--- src/rtl/fuse_autoread_pkg.sv ---
package fuse_autoread_pkg;

  localparam int REG_AW = 5;
  localparam int REG_DW = 32;
  localparam int PTR_W  = 11;

  // register byte offsets
  localparam logic [REG_AW-1:0] OFF_CTRL = 5'h04;
  localparam logic [REG_AW-1:0] OFF_DATA = 5'h08;
  localparam logic [REG_AW-1:0] OFF_AUX  = 5'h10;

  // control word bit positions
  localparam int BIT_PD    = 27;
  localparam int BIT_BUSY  = 26;
  localparam int BIT_START = 25;
  localparam int BIT_EN    = 24;
  localparam int BIT_ASET  = 11;

  // writable bits: 27, 25, 24 and 23:0
  localparam logic [REG_DW-1:0] CTRL_WMASK = 32'h0BFF_FFFF;
  localparam logic [REG_DW-1:0] CTRL_RESET = 32'h0800_0000;
  localparam logic [REG_DW-1:0] AUX_WMASK  = 32'h0000_0400;

  typedef struct packed {
    logic busy;
    logic capture;
  } ctrlStrobes_t;

endpackage

--- src/rtl/fuse_ar_ctrl.sv ---
module fuse_ar_ctrl
  import fuse_autoread_pkg::*;
#(
  parameter int RD_LAT = 8
) (
  input  logic         clk,
  input  logic         rstN,
  input  logic         startReq,
  output ctrlStrobes_t strobes
);

  localparam int CNT_W = (RD_LAT > 2) ? $clog2(RD_LAT) : 1;
  localparam logic [CNT_W-1:0] LAST = CNT_W'(RD_LAT - 1);

  logic             busyQ;
  logic [CNT_W-1:0] cntQ;
  logic             launch;
  logic             capture;

  assign launch  = startReq && !busyQ;
  assign capture = busyQ && (cntQ == LAST);

  always_ff @(posedge clk) begin
    if (!rstN) begin
      busyQ <= 1'b0;
      cntQ  <= '0;
    end else if (launch) begin
      busyQ <= 1'b1;
      cntQ  <= '0;
    end else if (capture) begin
      busyQ <= 1'b0;
      cntQ  <= '0;
    end else if (busyQ) begin
      cntQ  <= cntQ + CNT_W'(1);
    end
  end

  assign strobes.busy    = busyQ;
  assign strobes.capture = capture;

  // independent watch counter of the busy window
  logic [15:0] busyLen;
  always_ff @(posedge clk) begin
    if (!rstN) busyLen <= '0;
    else       busyLen <= busyQ ? busyLen + 16'd1 : 16'd0;
  end

  a_r3_launch_sets_busy: assert property (@(posedge clk) disable iff (!rstN)
    launch |=> busyQ);

  a_r5_no_cancel: assert property (@(posedge clk) disable iff (!rstN)
    (busyQ && !capture) |=> busyQ);

  a_r4_fall_after_capture: assert property (@(posedge clk) disable iff (!rstN)
    capture |=> !busyQ);

  a_r4_busy_length: assert property (@(posedge clk) disable iff (!rstN)
    $fell(busyQ) |-> (busyLen == 16'(RD_LAT)));

endmodule

--- src/rtl/fuse_ar_dpath.sv ---
module fuse_ar_dpath
  import fuse_autoread_pkg::*;
#(
  parameter int WORD_BYTES  = 4,
  parameter int ARRAY_BYTES = 512
) (
  input  logic                                      clk,
  input  logic                                      rstN,
  input  logic                                      regWrEn,
  input  logic                                      regRdEn,
  input  logic [REG_AW-1:0]                         regAddr,
  input  logic [REG_DW-1:0]                         regWrData,
  output logic [REG_DW-1:0]                         regRdData,
  input  ctrlStrobes_t                              strobes,
  output logic                                      startReq,
  output logic                                      fuseRdEn,
  output logic [$clog2(ARRAY_BYTES/WORD_BYTES)-1:0] fuseAddr,
  input  logic [8*WORD_BYTES-1:0]                   fuseData
);

  localparam int WORD_W = 8 * WORD_BYTES;
  localparam int DEPTH  = ARRAY_BYTES / WORD_BYTES;
  localparam int FA_W   = $clog2(DEPTH);

  logic [REG_DW-1:0] ctrlQ;
  logic [REG_DW-1:0] auxQ;
  logic [REG_DW-1:0] dataQ;
  logic [REG_DW-1:0] rdDataQ;
  logic [PTR_W-1:0]  readAddrQ;
  logic [REG_DW-1:0] fetched;
  logic [REG_DW-1:0] ctrlView;
  logic              wrCtrl;
  logic              wrAux;
  logic              inRange;

  assign wrCtrl = regWrEn && (regAddr == OFF_CTRL);
  assign wrAux  = regWrEn && (regAddr == OFF_AUX);

  // start is judged on the word being written
  assign startReq = wrCtrl && regWrData[BIT_START] &&
                    !regWrData[BIT_PD] && regWrData[BIT_EN];

  always_ff @(posedge clk) begin
    if (!rstN) begin
      ctrlQ <= CTRL_RESET;
      auxQ  <= '0;
    end else begin
      if (wrCtrl) ctrlQ <= regWrData & CTRL_WMASK;
      if (wrAux)  auxQ  <= regWrData & AUX_WMASK;
    end
  end

  // read pointer: only on the strobe, frozen while a read runs
  always_ff @(posedge clk) begin
    if (!rstN) begin
      readAddrQ <= '0;
    end else if (wrCtrl && regWrData[BIT_ASET] && !strobes.busy) begin
      readAddrQ <= regWrData[PTR_W-1:0];
    end
  end

  assign inRange  = (32'(readAddrQ) < 32'(DEPTH));
  assign fuseAddr = readAddrQ[FA_W-1:0];
  assign fuseRdEn = strobes.busy && inRange;

  generate
    if (WORD_W >= REG_DW) begin : gWide
      assign fetched = fuseData[REG_DW-1:0];
    end else begin : gNarrow
      assign fetched = {{(REG_DW-WORD_W){1'b0}}, fuseData};
    end
  endgenerate

  always_ff @(posedge clk) begin
    if (!rstN) begin
      dataQ <= '0;
    end else if (strobes.capture) begin
      dataQ <= inRange ? fetched : '0;
    end
  end

  always_comb begin
    ctrlView           = ctrlQ;
    ctrlView[BIT_BUSY] = strobes.busy;
  end

  always_ff @(posedge clk) begin
    if (!rstN) begin
      rdDataQ <= '0;
    end else if (regRdEn) begin
      case (regAddr)
        OFF_CTRL: rdDataQ <= ctrlView;
        OFF_DATA: rdDataQ <= dataQ;
        OFF_AUX:  rdDataQ <= auxQ;
        default:  rdDataQ <= '0;
      endcase
    end
  end

  assign regRdData = rdDataQ;

  a_r2_ptr_frozen: assert property (@(posedge clk) disable iff (!rstN)
    strobes.busy |=> $stable(readAddrQ));

  a_r6_start_ignored: assert property (@(posedge clk) disable iff (!rstN)
    (wrCtrl && regWrData[BIT_START] && (regWrData[BIT_PD] || !regWrData[BIT_EN])
     && !strobes.busy) |=> !strobes.busy);

  a_r7_capture_word: assert property (@(posedge clk) disable iff (!rstN)
    (strobes.capture && inRange) |=> (dataQ == $past(fetched)));

  a_r8_range_zero: assert property (@(posedge clk) disable iff (!rstN)
    (strobes.capture && !inRange) |=> (dataQ == '0));

  a_r9_data_write_ignored: assert property (@(posedge clk) disable iff (!rstN)
    (regWrEn && (regAddr == OFF_DATA) && !strobes.capture) |=> $stable(dataQ));

endmodule

--- src/rtl/fuse_autoread.sv ---
module fuse_autoread
  import fuse_autoread_pkg::*;
#(
  parameter int WORD_BYTES  = 4,
  parameter int ARRAY_BYTES = 512,
  parameter int RD_LAT      = 8
) (
  input  logic                                      clk,
  input  logic                                      rstN,
  input  logic                                      regWrEn,
  input  logic                                      regRdEn,
  input  logic [REG_AW-1:0]                         regAddr,
  input  logic [REG_DW-1:0]                         regWrData,
  output logic [REG_DW-1:0]                         regRdData,
  output logic                                      fuseRdEn,
  output logic [$clog2(ARRAY_BYTES/WORD_BYTES)-1:0] fuseAddr,
  input  logic [8*WORD_BYTES-1:0]                   fuseData
);

  ctrlStrobes_t strobes;
  logic         startReq;

  fuse_ar_ctrl #(.RD_LAT(RD_LAT)) ctrl_i (
    .clk      (clk),
    .rstN     (rstN),
    .startReq (startReq),
    .strobes  (strobes)
  );

  fuse_ar_dpath #(.WORD_BYTES(WORD_BYTES), .ARRAY_BYTES(ARRAY_BYTES)) dpath_i (
    .clk       (clk),
    .rstN      (rstN),
    .regWrEn   (regWrEn),
    .regRdEn   (regRdEn),
    .regAddr   (regAddr),
    .regWrData (regWrData),
    .regRdData (regRdData),
    .strobes   (strobes),
    .startReq  (startReq),
    .fuseRdEn  (fuseRdEn),
    .fuseAddr  (fuseAddr),
    .fuseData  (fuseData)
  );

endmodule

--- config.mk ---
export PLATFORM = sky130hd
export DESIGN_NAME = fuse_autoread
export DESIGN_NICKNAME = d
export VERILOG_FILES = /design/src/rtl/fuse_autoread_pkg.sv /design/src/rtl/fuse_ar_ctrl.sv /design/src/rtl/fuse_ar_dpath.sv /design/src/rtl/fuse_autoread.sv
export SDC_FILE = /design/constraint.sdc
export NUM_CORES = 1
export LEC_CHECK = 0
export ABC_AREA = 1
export CAP_MARGIN = 20
export CORE_ASPECT_RATIO = 0.5
export CORE_MARGIN = 1.5
export CORE_UTILIZATION = 30
export CTS_BUF_LIST = sky130_fd_sc_hd__clkbuf_8
export CTS_CLUSTER_DIAMETER = 200
export DETAILED_ROUTE_END_ITERATION = 10
export PLACE_DENSITY = 0.64
export RECOVER_POWER = 100
export SETUP_SLACK_MARGIN = 0.05
export SLEW_MARGIN = 0
export SYNTH_ARGS = -nofsm -noshare
export SYNTH_HDL_FRONTEND = slang
export SYNTH_SLANG_ARGS = --single-unit
--- constraint.sdc ---
create_clock -name clk -period 2.2 [get_ports clk]
set_clock_uncertainty 0.2 [all_clocks]
set_input_delay 0.66 -clock clk [delete_from_list [all_inputs] [get_ports clk]]
set_output_delay 0.66 -clock clk [all_outputs]
set_load 0.05 [all_outputs]
Word-level counts from Yosys, hierarchy flattened
Index checks and enable logic that the tools add are counted.
{ "totals": {"ff_bits": 107, "input_bits": 73, "out_inout_bits": 40, "word_cells": 32} }
{ "classes": {"addsub": 1, "n_lt_le_gt_ge": 1, "eq_ne": 4, "mux": 4, "n_bitwise": 1, "reduce_logical": 14} }
{ "ops": {"columns": ["op", "n"], "rows": [
  ["$pmux 32 s3", 1],
  ["$mux 32", 1],
  ["$lt 11x8->1 const B", 1],
  ["$logic_and 1x1->1", 10],
  ["$eq 5x3->1 const B", 1],
  ["$eq 5x4->1 const B", 1],
  ["$eq 5x5->1 const B", 1],
  ["$add 3x1->3 const B", 1],
  ["$eq 3x3->1 const B", 1],
  ["$reduce_or 3->1", 1],
  ["$logic_not 1->1", 2],
  ["$mux 1", 2],
  ["$reduce_bool 2->1", 1],
  ["$not 1->1", 1]
]} }

Longest topological paths before layout
{ "depth": {"ltp_word": 7, "depth_mapped": 8, "ltp_nobuf": 7} }

Cells and area by module
From an unflattened synthesis, not the netlist that was laid out.
{ "hier_totals": {"cells_unflattened": 624, "hier_area_um2": 4493.1} }
{ "by_module_without_submodules": {"columns": ["module", "n_inst", "cells_per_inst", "area_each_um2", "seq_area_each_um2"], "rows": [
  ["fuse_ar_dpath", 1, 590, 4256.6, 2062.0],
  ["fuse_ar_ctrl", 1, 34, 236.5, 80.1]
]} }

Least setup slack after synthesis
No wires, ideal clock.
{ "synth_timing": {"kind": "register -> output", "start": "register dpath_i.readAddrQ[10]", "end": "output fuseRdEn", "arrival_ns": 1.410, "slack_ns": -0.070, "stages_incl_launch_ff": 4, "n_path_buf": 0, "cell_sequence": "dfxtp_1 nor4_2 inv_1 nor2_1"} }
{ "synth_via": {"elab_chain_len": 2} }
{ "synth_rtl": {"columns": ["item", "line_no", "text"], "rows": [
  ["from (decl)", "fuse_ar_dpath.sv:29", "logic [PTR_W-1:0] readAddrQ;"],
  ["from (signal assigned)", "fuse_ar_dpath.sv:58", "readAddrQ <= regWrData[PTR_W-1:0];"],
  ["$lt 11x8->1", "fuse_ar_dpath.sv:62", "assign inRange = (32'(readAddrQ) < 32'(DEPTH));"],
  ["$logic_and 1x1->1", "fuse_ar_dpath.sv:64", "assign fuseRdEn = strobes.busy && inRange;"],
  ["to (decl)", "fuse_autoread.sv:15", "output logic fuseRdEn,"]
]} }
Every way passes these cells.

Worst setup path in the final report
{ "layout_timing": {"start": "register dpath_i.readAddrQ[8]", "end": "output fuseRdEn"} }
The elaborated chain is that of the path after synthesis.

==> impl_metrics.yaml <==
outcome:
  status: "finished with violations"
  violations: "negative setup slack"
cts:
  cts_tree: "yes"
  clk_path_buf_depth: 2
  clk_pin_slew_ps: 100
  cts_hold_buffers: 0
  cts_buffers: 9
  clock_latency_ps: 370
  root_buffer: "clkbuf_8"
  cts_sinks: 107
  htree_num_levels: 3
  cts_setup_buffers: 0
critical_path:
  reg2reg_to: "dpath_i.dataQ[25]"
  max_stage_delay_ps: 350
  cp_slowest_cell: "dfxtp_2"
  required_ps: 1340
  cp-start-kind: "flip-flop"
  crit_fanout: 2
  worstSetupStartpoint: "dpath_i.readAddrQ[8]"
  r2r_slack_ps: 400
  crit_arrival_ps: 1400
  r2r-start: "ctrl_i.cntQ[0]"
  end_kind: "primary output"
  cp_cell_sequence: "nor4_4 -> inv_2 -> nor2_4 -> buf_12"
  rr_worst_depth: 7
  crit_type: "reg -> out"
placed_design:
  portBuffers: 107
  placed_cell_area_sq_um: 5660
  gp_congestion: 0.808
  dp_hpwl_um: 8350
logic_synthesis:
  postSynthAreaPerCell_sq_um: 7.46
  synthSimpleGateAreaFrac_pct: 25.9
  yosysTopAreaCell: "dfxtp_1"
  synthAdderAreaFrac_pct: 0.578
  synth_top_cell_area_share_pct: 49.5
  syn-num-nets: 655
  synthTopCellsByArea: "dfxtp_1 50%, nand2_1 11%, o21ai_0 7.6%, nor2_1 6.7%, a21oi_1 4.3%"
  syn-cell-area_sq_um: 4330
  synth-seq-cells: 107
  yosysSeqAreaShare_pct: 49.5
  synth_mux_area_share_pct: 0
  yosys.cell_types.count: 29
  syn_inst: 580
  yosys_warnings: 0
  synth_top_family_by_area: "simple AND/OR/NAND/NOR gates"
  synth_compound_area_share_pct: 14.0
  synth-xor-area-share_pct: 0.202
power:
  p_per_area_nw_per_um2: 602
  ir_worst_vdd_mv: 0.268
  clock_power_share_pct: 34.5
  power.static_leakage_uw: 0.00230
  switching_share_pct: 24.6
  seqPwrFrac_pct: 56.9
  switchingPower_uw: 844
  internal-power_uw: 2590
  p_total_uw: 3430
  pwr-share-comb_pct: 8.5
layout:
  area_growth_pct: 31.8
  fillCellCount: 1485
  register_area_sq_um: 2140
  layout_commonest_cell: "nand2_1"
  finalInstanceArea_sq_um: 5700
  drive_gt1_share_pct: 15.1
  mostFrequentLayoutCells: "130 x nand2_1, 105 x dfxtp_1, 78 x nor2_1, 74 x o21ai_0, 65 x clkdlybuf4s50_1"
  num_antenna_cells: 0
  multi_input_area_sq_um: 1750
  nNetsFinal: 767
route:
  first_pass_iters: 4
  wl_um: 11300
  post_drt_wl_per_cell_um: 12.8
  vias: 3948
  ant_nets: 0
  dr.first_iter.drc_count: 255
  viasPerCell: 4.44
  drc: 0
floorplanning:
  io_pins: 113
  die_area_sq_um: 15200
  die_w_um: 173
  core_area_sq_um: 13800
  start_util_pct: 31.3
  dieHeight_um: 87.9
  fp-row-count: 30
global_route:
  grt.total_usage_pct: 15.4
  grt_pass1_vias: 3765
  overflow: 0
  grt_max_degree: 32
  grt_pass1_wl_um: 18400
  antenna_found_initial: 0
sta:
  setup_violations: 2
  slew_headroom_pct: 60.9
  setup-tns-final_ps: -65.5
  hold_violations: 0
  post-route-period-util_pct: 103
  fmax_mhz: 443
  period_needed_ps: 2260
  finalWorstSetupSlack_ps: -57.8
  slew_viol_final: 0
  worst_slew_pin_slew_ps: 589
  rsz0062_at_grt: "yes"
min_path:
  min_to: "dpath_i.dataQ[31]"
  hold_path_startpoint: "dpath_i.dataQ[31]"
  worstHoldPathCells: 2
  hp-class: "reg -> reg"
job:
  drv_cap: 0
[layer usage]
layer  part of all wire, %  track usage [%]
met5                     0                0
met4                   1.5             4.58
met3                   5.7             5.03
met2                    46             25.8
met1                    46             19.1
[worst max-delay path by stage]
stage | endpoint | slack (ps) | cells past startpoint
after CTS | fuseRdEn | -70 | 4
after detailed placement | ctrl_i.cntQ[1] | -130 | 8
final | fuseRdEn | -60 | 4
after floorplan | fuseRdEn | 140 | 3
after global routing | fuseRdEn | -140 | 4
after global placement | ctrl_i.cntQ[1] | -110 | 8
[per-stage QoR]
stage | hold slack [ps] | setup WS (ps) | util, % | instances
floorplan | 226 | 144 | - | 580
global placement | 238 | -111 | 41.0 | 873
detailed placement | 243 | -127 | 41.0 | 873
CTS | 260 | -69.1 | 42.4 | 889
global route | 288 | -136 | 41.3 | 889
finish | 257 | -57.8 | 41.3 | 889
[flip-flops by register name, summed over array words and instances, names as in the netlist]
| name | flops |
|---|---|
| dpath_i.readAddrQ | 11 |
| dpath_i.regRdData | 32 |
| ctrl_i.busyQ | 1 |
| ctrl_i.cntQ | 3 |
| dpath_i.auxQ | 1 |
| dpath_i.dataQ | 32 |
| dpath_i.ctrlQ | 27 |
[area by class of cell]
type                            count  area share (%)
Inverter                           50            3.29
Tap cell                          192            4.21
Timing Repair Buffer              141            20.7
Sequential cell                   107            37.6
Multi-Input combinational cell    383            30.7
Clock inverter                      5           0.768
Clock buffer                       11            2.66
[kinds of logic after synthesis]
kind of cell,count (synthesis)
AOI/OAI and AO/OA,121
xor gates and xnor gates,1
adders and majority gates,2
buffers and inverters,90
DFF,107
and+or+nand+nor,259
[critical path: cells and delay by family, from the launching register on]
family	cells	cell delay, ps
and+or+nand+nor	2	440
DFF	1	350
buffers and inverters	2	240
[Yosys cell counts (all sizes together)]
master	n
nor2	81
o21ai	84
nand3	37
xnor2	1
nor4	1
nor3b	1
nand4	4
a21oi	37
nand2	132
inv	50
dfxtp	107
nor3	2
clkbuf	12
buf	28
or2	1
ha	2
[power groups by stage]
| stage | Sequential, uW | Clock (uW) | Combinational, uW |
|---|---|---|---|
| 6_report | 1950 | 1190 | 292 |
| 5_1_grt | 1960 | 1320 | 314 |
| 4_1_cts | 1950 | 1240 | 309 |
| 3_5_place_dp | 2000 | 0 | 308 |
| 3_3_place_gp | 2000 | 0 | 306 |
| 2_1_floorplan | 2010 | 0 | 88.5 |
[what timing repair did]
| item | 4_1_cts | 5_1_grt |
|---|---|---|
| gates resized for setup | 3 | 1 |
| pin swaps | 1 | 0 |
| endpoints found under the setup margin | 1 | 1 |
(Power assumes the default switching activity.)
